==> config.mk <==
export PLATFORM = sky130hd
export DESIGN_NAME = mac40_unit
export DESIGN_NICKNAME = d
export VERILOG_FILES = /design/src/rtl/mac40_pkg.sv /design/src/rtl/mac40_decode.sv /design/src/rtl/mac40_addend.sv /design/src/rtl/mac40_acc.sv /design/src/rtl/mac40_resp.sv /design/src/rtl/mac40_unit.sv
export SDC_FILE = /design/constraint.sdc
export NUM_CORES = 2
export LEC_CHECK = 0
export BUFFER_PORTS_ARGS = -buffer_cell sky130_fd_sc_hd__buf_2
export CORE_UTILIZATION = 25
export DETAILED_ROUTE_END_ITERATION = 7
export PLACE_DENSITY_LB_ADDON = 0.25
export REMOVE_ABC_BUFFERS = 1
export SLEW_MARGIN = 5
export SYNTH_ARGS = -nofsm -noshare
export SYNTH_HDL_FRONTEND = slang
export SYNTH_SLANG_ARGS = --single-unit
export TNS_END_PERCENT = 50
==> constraint.sdc <==
create_clock -name clk -period 15.6 [get_ports clk]
set_clock_uncertainty 0.1 [all_clocks]
set_input_delay 1.56 -clock clk [delete_from_list [all_inputs] [get_ports clk]]
set_output_delay 1.56 -clock clk [all_outputs]
set_load 0.02 [all_outputs]
==> src/rtl/mac40_pkg.sv <==
// Package: shared operation encoding for the 40-bit multiply-accumulate unit.
// Assumes a 3-bit operation code; codes above OP_READ are unassigned.
package mac40_pkg;

    typedef enum logic [2:0] {
        OP_FULL = 3'd0,   // signed word x word
        OP_DUAL = 3'd1,   // two halfword products summed
        OP_HALF = 3'd2,   // one selected halfword product
        OP_LOAD = 3'd3,   // write accumulator
        OP_READ = 3'd4    // read accumulator
    } op_e;

endpackage

==> src/rtl/mac40_decode.sv <==
// Module: mac40_decode
// Checks permission and the operation code, and raises exactly one action
// strobe per valid operation. Assumes bit 0 of access_reg is the grant bit
// and every other bit carries no meaning for this unit.
module mac40_decode
    import mac40_pkg::*;
#(
    parameter int ACR_W = 16
) (
    input  logic             op_valid,
    input  logic [2:0]       op_code,
    input  logic [ACR_W-1:0] access_reg,
    output logic             mac_en,
    output logic             load_en,
    output logic             read_en,
    output logic             undef_en,
    output op_e              kind
);

    logic granted;
    logic known;

    // Split the strobe into one action, or into the exception when blocked.
    always_comb begin
        kind     = op_e'(op_code);
        granted  = access_reg[0];
        known    = (op_code <= 3'(OP_READ));
        undef_en = op_valid && !(granted && known);
        mac_en   = 1'b0;
        load_en  = 1'b0;
        read_en  = 1'b0;
        if (op_valid && granted && known) begin
            case (kind)
                OP_FULL, OP_DUAL, OP_HALF: mac_en  = 1'b1;
                OP_LOAD:                   load_en = 1'b1;
                OP_READ:                   read_en = 1'b1;
                default:                   ;
            endcase
        end
    end

endmodule

==> src/rtl/mac40_addend.sv <==
// Module: mac40_addend
// Builds the signed addend for the three multiply forms, sign-extended to
// the accumulator width. Assumes ACC_W >= 2*HALF_W and ACC_W <= 2*DATA_W.
module mac40_addend
    import mac40_pkg::*;
#(
    parameter int DATA_W = 32,
    parameter int ACC_W  = 40
) (
    input  op_e               kind,
    input  logic [DATA_W-1:0] src_a,
    input  logic [DATA_W-1:0] src_b,
    input  logic              sel_top_a,
    input  logic              sel_top_b,
    output logic [ACC_W-1:0]  addend
);

    localparam int HALF_W  = DATA_W / 2;
    localparam int HPROD_W = 2 * HALF_W;
    localparam int FPROD_W = 2 * DATA_W;
    localparam int LANES   = 2;

    logic signed [DATA_W-1:0]  word_a, word_b;
    logic signed [FPROD_W-1:0] full_prod;
    logic signed [ACC_W-1:0]   lane_ext [LANES];
    logic signed [HALF_W-1:0]  pick_a, pick_b;
    logic signed [HPROD_W-1:0] pick_prod;
    logic signed [ACC_W-1:0]   pick_ext;

    // Full-word product on sign-extended operands.
    always_comb begin
        word_a    = src_a;
        word_b    = src_b;
        full_prod = FPROD_W'(word_a) * FPROD_W'(word_b);
    end

    // One signed halfword product per lane, for the packed form.
    for (genvar g = 0; g < LANES; g++) begin : g_lane
        logic signed [HALF_W-1:0]  ha, hb;
        logic signed [HPROD_W-1:0] hp;
        // Multiply the matching halves of both operands.
        always_comb begin
            ha          = src_a[g*HALF_W +: HALF_W];
            hb          = src_b[g*HALF_W +: HALF_W];
            hp          = HPROD_W'(ha) * HPROD_W'(hb);
            lane_ext[g] = ACC_W'(hp);
        end
    end

    // Selected-halfword product.
    always_comb begin
        pick_a    = sel_top_a ? src_a[DATA_W-1:HALF_W] : src_a[HALF_W-1:0];
        pick_b    = sel_top_b ? src_b[DATA_W-1:HALF_W] : src_b[HALF_W-1:0];
        pick_prod = HPROD_W'(pick_a) * HPROD_W'(pick_b);
        pick_ext  = ACC_W'(pick_prod);
    end

    // Choose the addend for the current form.
    always_comb begin
        case (kind)
            OP_FULL: addend = full_prod[ACC_W-1:0];
            OP_DUAL: addend = lane_ext[0] + lane_ext[1];
            OP_HALF: addend = pick_ext;
            default: addend = '0;
        endcase
    end

endmodule

==> src/rtl/mac40_acc.sv <==
// Module: mac40_acc
// Holds the private accumulator. It adds the addend, loads it from the two
// source words, or holds its value. Assumes at most one of mac_en and
// load_en is high in a cycle.
module mac40_acc #(
    parameter int DATA_W = 32,
    parameter int ACC_W  = 40
) (
    input  logic              clk,
    input  logic              rst_n,
    input  logic              mac_en,
    input  logic              load_en,
    input  logic [ACC_W-1:0]  addend,
    input  logic [DATA_W-1:0] load_lo,
    input  logic [DATA_W-1:0] load_hi,
    output logic [ACC_W-1:0]  acc_q
);

    localparam int GUARD_W = ACC_W - DATA_W;

    // Update the accumulator: clear, load, add with wraparound, or hold.
    always_ff @(posedge clk) begin
        if (!rst_n)       acc_q <= '0;
        else if (load_en) acc_q <= {load_hi[GUARD_W-1:0], load_lo};
        else if (mac_en)  acc_q <= acc_q + addend;
    end

    // the first cycle out of reset sees a cleared accumulator.
    p_reset_clear_r1: assert property (@(posedge clk) disable iff (!rst_n)
        $rose(rst_n) |-> acc_q == '0);

    // a load places both source fields.
    p_load_fields_r5: assert property (@(posedge clk) disable iff (!rst_n)
        load_en |=> acc_q == {$past(load_hi[GUARD_W-1:0]), $past(load_lo)});

endmodule

==> src/rtl/mac40_resp.sv <==
// Module: mac40_resp
// Registers the response side: read words, the read pulse and the
// undefined-instruction pulse. Assumes ACC_W - DATA_W < DATA_W.
module mac40_resp #(
    parameter int DATA_W = 32,
    parameter int ACC_W  = 40
) (
    input  logic              clk,
    input  logic              rst_n,
    input  logic              read_en,
    input  logic              undef_en,
    input  logic [ACC_W-1:0]  acc_q,
    output logic [DATA_W-1:0] rd_lo,
    output logic [DATA_W-1:0] rd_hi,
    output logic              rd_valid,
    output logic              undef_exc
);

    localparam int GUARD_W = ACC_W - DATA_W;
    localparam int EXT_W   = DATA_W - GUARD_W;

    // Register the one-cycle pulses.
    always_ff @(posedge clk) begin
        if (!rst_n) begin
            rd_valid  <= 1'b0;
            undef_exc <= 1'b0;
        end else begin
            rd_valid  <= read_en;
            undef_exc <= undef_en;
        end
    end

    // Capture the read words on a read and hold them until the next one.
    always_ff @(posedge clk) begin
        if (!rst_n) begin
            rd_lo <= '0;
            rd_hi <= '0;
        end else if (read_en) begin
            rd_lo <= acc_q[DATA_W-1:0];
            rd_hi <= {{EXT_W{acc_q[ACC_W-1]}}, acc_q[ACC_W-1:DATA_W]};
        end
    end

    // read data matches the accumulator and the high word is a sign extension.
    p_read_word_r6: assert property (@(posedge clk) disable iff (!rst_n)
        read_en |=> rd_valid && rd_lo == $past(acc_q[DATA_W-1:0])
                    && rd_hi[GUARD_W-1:0] == $past(acc_q[ACC_W-1:DATA_W]));

    p_read_sext_r6: assert property (@(posedge clk) disable iff (!rst_n)
        rd_valid |-> (rd_hi[DATA_W-1:GUARD_W-1] == '0 ||
                      rd_hi[DATA_W-1:GUARD_W-1] == '1));

    // read words stay put between reads.
    p_read_hold_r6: assert property (@(posedge clk) disable iff (!rst_n)
        !read_en |=> $stable(rd_lo) && $stable(rd_hi));

endmodule

==> src/rtl/mac40_unit.sv <==
// Module: mac40_unit (top)
// A multiply-accumulate coprocessor with one private 40-bit accumulator.
// Every operation takes effect at the clock edge that samples op_valid.
// Assumes the host holds the access-control register value on access_reg.
module mac40_unit
    import mac40_pkg::*;
#(
    parameter int DATA_W = 32,
    parameter int ACC_W  = 40,
    parameter int ACR_W  = 16
) (
    input  logic              clk,
    input  logic              rst_n,
    input  logic              op_valid,
    input  logic [2:0]        op_code,
    input  logic              sel_top_a,
    input  logic              sel_top_b,
    input  logic [DATA_W-1:0] src_a,
    input  logic [DATA_W-1:0] src_b,
    input  logic [ACR_W-1:0]  access_reg,
    output logic [DATA_W-1:0] rd_lo,
    output logic [DATA_W-1:0] rd_hi,
    output logic              rd_valid,
    output logic              undef_exc
);

    logic             mac_en, load_en, read_en, undef_en;
    op_e              kind;
    logic [ACC_W-1:0] addend;
    logic [ACC_W-1:0] acc_q;

    mac40_decode #(.ACR_W(ACR_W)) u_decode (
        .op_valid   (op_valid),
        .op_code    (op_code),
        .access_reg (access_reg),
        .mac_en     (mac_en),
        .load_en    (load_en),
        .read_en    (read_en),
        .undef_en   (undef_en),
        .kind       (kind)
    );

    mac40_addend #(.DATA_W(DATA_W), .ACC_W(ACC_W)) u_addend (
        .kind      (kind),
        .src_a     (src_a),
        .src_b     (src_b),
        .sel_top_a (sel_top_a),
        .sel_top_b (sel_top_b),
        .addend    (addend)
    );

    mac40_acc #(.DATA_W(DATA_W), .ACC_W(ACC_W)) u_acc (
        .clk     (clk),
        .rst_n   (rst_n),
        .mac_en  (mac_en),
        .load_en (load_en),
        .addend  (addend),
        .load_lo (src_a),
        .load_hi (src_b),
        .acc_q   (acc_q)
    );

    mac40_resp #(.DATA_W(DATA_W), .ACC_W(ACC_W)) u_resp (
        .clk       (clk),
        .rst_n     (rst_n),
        .read_en   (read_en),
        .undef_en  (undef_en),
        .acc_q     (acc_q),
        .rd_lo     (rd_lo),
        .rd_hi     (rd_hi),
        .rd_valid  (rd_valid),
        .undef_exc (undef_exc)
    );

    // a blocked operation flags, changes nothing and gives no read pulse.
    p_blocked_r7: assert property (@(posedge clk) disable iff (!rst_n)
        (op_valid && !access_reg[0]) |=> undef_exc && !rd_valid && $stable(acc_q));

    // an unassigned code is refused even when granted.
    p_unassigned_r8: assert property (@(posedge clk) disable iff (!rst_n)
        (op_valid && access_reg[0] && op_code > 3'd4) |=> undef_exc && $stable(acc_q));

    // an idle cycle changes nothing and gives no pulses.
    p_idle_r9: assert property (@(posedge clk) disable iff (!rst_n)
        !op_valid |=> !undef_exc && !rd_valid && $stable(acc_q));

    // a granted assigned operation never raises the flag.
    p_granted_r7: assert property (@(posedge clk) disable iff (!rst_n)
        (op_valid && access_reg[0] && op_code <= 3'd4) |=> !undef_exc);

endmodule

==> results.md <==
- The flow ran to the end, and the final reports show no timing, DRC or antenna violations.
- The final critical delay including setup and external delays is 13,050 ps.
- The vias per cell is 4.59.
- After clock tree synthesis, the repair step resized 0 gates.
- The post-CTS setup buffer count is 0.
- The pre-antenna-repair detailed-routing pass consisted of 5 iterations.
- For the pin with the worst max-slew slack, the measured transition is 1200 ps.
- In the layout the commonest cells are 1,520 x sky130_fd_sc_hd__inv_1, 1,369 x sky130_fd_sc_hd__fa_1, 875 x sky130_fd_sc_hd__nand2_1, 425 x sky130_fd_sc_hd__and2_1, 395 x sky130_fd_sc_hd__ha_1.
- The fraction of final layout cells sized beyond drive strength 1 is 5.21%.
- For the worst setup path, the data arrival time is 13,240 ps.
- The total overflow left after global routing is 0.
- The final total negative setup slack is 0 ps.
- Setup repair after global routing left no endpoint under its margin.
- The initial DRC count is 2,976.
- The post-layout instance count excluding filler cells is 8,886.
- TritonCTS built the clock tree.
- The async set-or-reset flop fraction in the synthesized netlist is 0%.
- The routability-driven placement congestion ratio is 0.901.
- Static timing analysis puts the maximum clock frequency at 76.7 MHz.
- The number of antenna violations at the first check in global routing is 19.
- The count of endpoints failing setup in the final report is 0.
- The finished cells cover 58,400 um^2.
- The source of the critical timing path is src_a[31].
- The data required time at the worst endpoint is 15,790 ps.
- In the final design database the tool counted 7,892 nets.
- The count of cells along the worst hold path is 2.
- Clock tree synthesis selected as its root buffer the cell sky130_fd_sc_hd__clkbuf_16.
- The critical path launch point type is an input pin.
- The combined area of all synthesized cells is 54,300 um^2.
- The synthesized design devotes to its leading area cell type 50.4% of total area.
- The TritonCTS buffer count is 9.
- In this run, synthesis inferred 0 flip-flops with an integrated enable.
- For the worst flop-to-flop path, the logic depth is 14.
- Counting every instance in the synthesized netlist gives 6,110.
- The max-slew violation total from the final report is 0.
- The die covers 219,000 um^2.
- Detailed placement finished with a half-perimeter wire length of 162,000 um.
- In this run the core area contains 170 standard-cell rows.
- The average detailed-routed wire length per instance is 22.3 um.
- After detailed routing, the number of remaining DRC violations is 0.
- The library cell used most frequently in the layout, excluding fill and tap cells, is sky130_fd_sc_hd__inv_1.
- The tool flagged a number of max-cap violations equal to 0.
- The worst min-delay path category is reg2reg.
- Averaged over all synthesized cells, the footprint is 8.89 um^2.
- From bottom edge to top edge, the die measures 468 um.
- The initial utilization of the core area, before any placement, comes to 25.2%.
- The filler cells instantiated in the layout total 23,300.
- The main flop type after synthesis is sky130_fd_sc_hd__dfxtp_1.
- The detailed router placed 40,800 vias in this run.
- The worst-case headroom to the max-slew limit is 17.8%.
- The number of distinct library cells after synthesis is 83.
- The startpoint identified for the worst hold timing path is u_resp.rd_lo[8].
- The register bit total from synthesis is 82.
- The via count of the first global-routing pass came to 44,400.
- Yosys attributes the largest share of cell area to sky130_fd_sc_hd__fa_1 50%, sky130_fd_sc_hd__inv_1 11%, sky130_fd_sc_hd__ha_1 9.1%.
- The sum of routed wire length over all layers is 198,000 um.
- Input and output buffers added on the ports amount to 138.
- The largest total area in the synthesized netlist belongs to sky130_fd_sc_hd__fa_1.
- The total number of clock tree sinks is 82.
- The clock latency on the worst-skew pair is 350 ps.
- The H-tree depth is 3.
- The worst setup path is captured at a register.
- The global-route usage over all layers is 18.5%.
- In this design, the stage delay of the slowest critical-path cell is 800 ps.
- The floorplan step defined a core boundary enclosing 215,000 um^2.
- Measured along the x axis, the die boundary spans 468 um.
- The classification of the worst setup path is in2reg.
- The maximum net fanout on the critical path is 17.
- The final hold violation count came to 0.
- After clock tree synthesis, the clock-pin slew on the worst setup and hold paths is 70 ps.
- The placed instances occupy a cell area of 58,100 um^2.
- The count of antenna-violating nets left after detailed routing is 0.
- The dominant cell type by count on the critical path is sky130_fd_sc_hd__fa_1.
- The share of the cycle needed by the critical path after routing is 83.6%.
- In this run, placement finished with an instance count of 8,867.
- The critical-path cell with the highest stage delay is sky130_fd_sc_hd__fa_1.
- The number of warnings reported in the yosys synthesis log is 0.
- The area growth from synthesis to final layout is 7.41%.
- The first global-routing pass estimated 299,000 um of wire.
- In this run the critical register-to-register path is launched from u_acc.acc_q[0].
- The share of the Yosys chip area taken by registers is 3.02%.
- The count of pins on the block boundary is 154.
- On the final layout, the worst hold slack is 359 ps.
- The maximum number of pins on one net before global-route repair is 66.
- The clock passes through at most 2 buffers.
- The cts-stage hold buffer count is 0.
-- cell families after synthesis --
logic type / synth area share (%)
buffers and inverters: 12.9
adder cells (fa/ha/maj): 59.5
AND/OR/NAND/NOR: 14.1
AO/OA/AOI/OAI: 6.39
XOR/XNOR: 2.91
flip-flops: 3.02
multiplexers: 1.13
-- critical path: cells and delay by family --
family / cells / cell delay [ps]
fa+ha+maj: 10 / 5380
compound gates: 12 / 2810
simple gates: 6 / 1430
buf+inv: 7 / 1410
xor+xnor: 2 / 580
-- flip-flops by register name (all words and copies together) (netlist names) --
name              count
u_resp.rd_lo         32
u_acc.acc_q          40
u_resp.rd_hi          8
u_resp.undef_exc      1
u_resp.rd_valid       1
-- cells in the mapped netlist, drive strengths merged, types with 32 or more instances --
library cell,count
a21oi,169
xor2,49
ha,395
nor2,197
nand2b,39
dfxtp,82
nand2,875
inv,1520
fa,1369
and2,428
xnor2,129
a21o,77
buf,32
o21ai,105
clkbuf,289
-- final cells by class --
cell class | count | area (um^2) | share of cell area (%)
Multi-Input combinational cell | 4186 | 45700 | 78.3
Inverter | 1521 | 5710 | 9.78
Tap cell | 2838 | 3550 | 6.08
Sequential cell | 82 | 1640 | 2.81
Timing Repair Buffer | 240 | 1470 | 2.52
Clock buffer | 9 | 225 | 0.386
Clock inverter | 6 | 50.0 | 0.0858
Antenna cell | 4 | 10.0 | 0.0172
-- layer usage --
metal	share of wire, %	global-route usage, %	vias up
met1	46	27.4	21400
met4	1.3	2.10	14
met3	8.2	2.63	141
met5	0.047	0	-
li1	-	-	17700
met2	44	29.1	1415
-- metrics by stage --
step	utilization (%)	worst slack [ps]
6_report	27.1	2550
5_1_grt	27.1	2310
4_1_cts	27.1	2740
3_5_place_dp	27.0	2480
3_3_place_gp	27.0	2420
2_1_floorplan	-	4830
-- final timing paths --
path                endpoint  slack (ps)
max          u_acc.acc_q[39]        2550
min          u_resp.rd_lo[8]         360
max reg2reg  u_acc.acc_q[36]       11690
min reg2reg  u_resp.rd_lo[8]         360
Power is not shown: default switching activity piles up to over one toggle a cycle in this logic, so the estimate is an artifact.
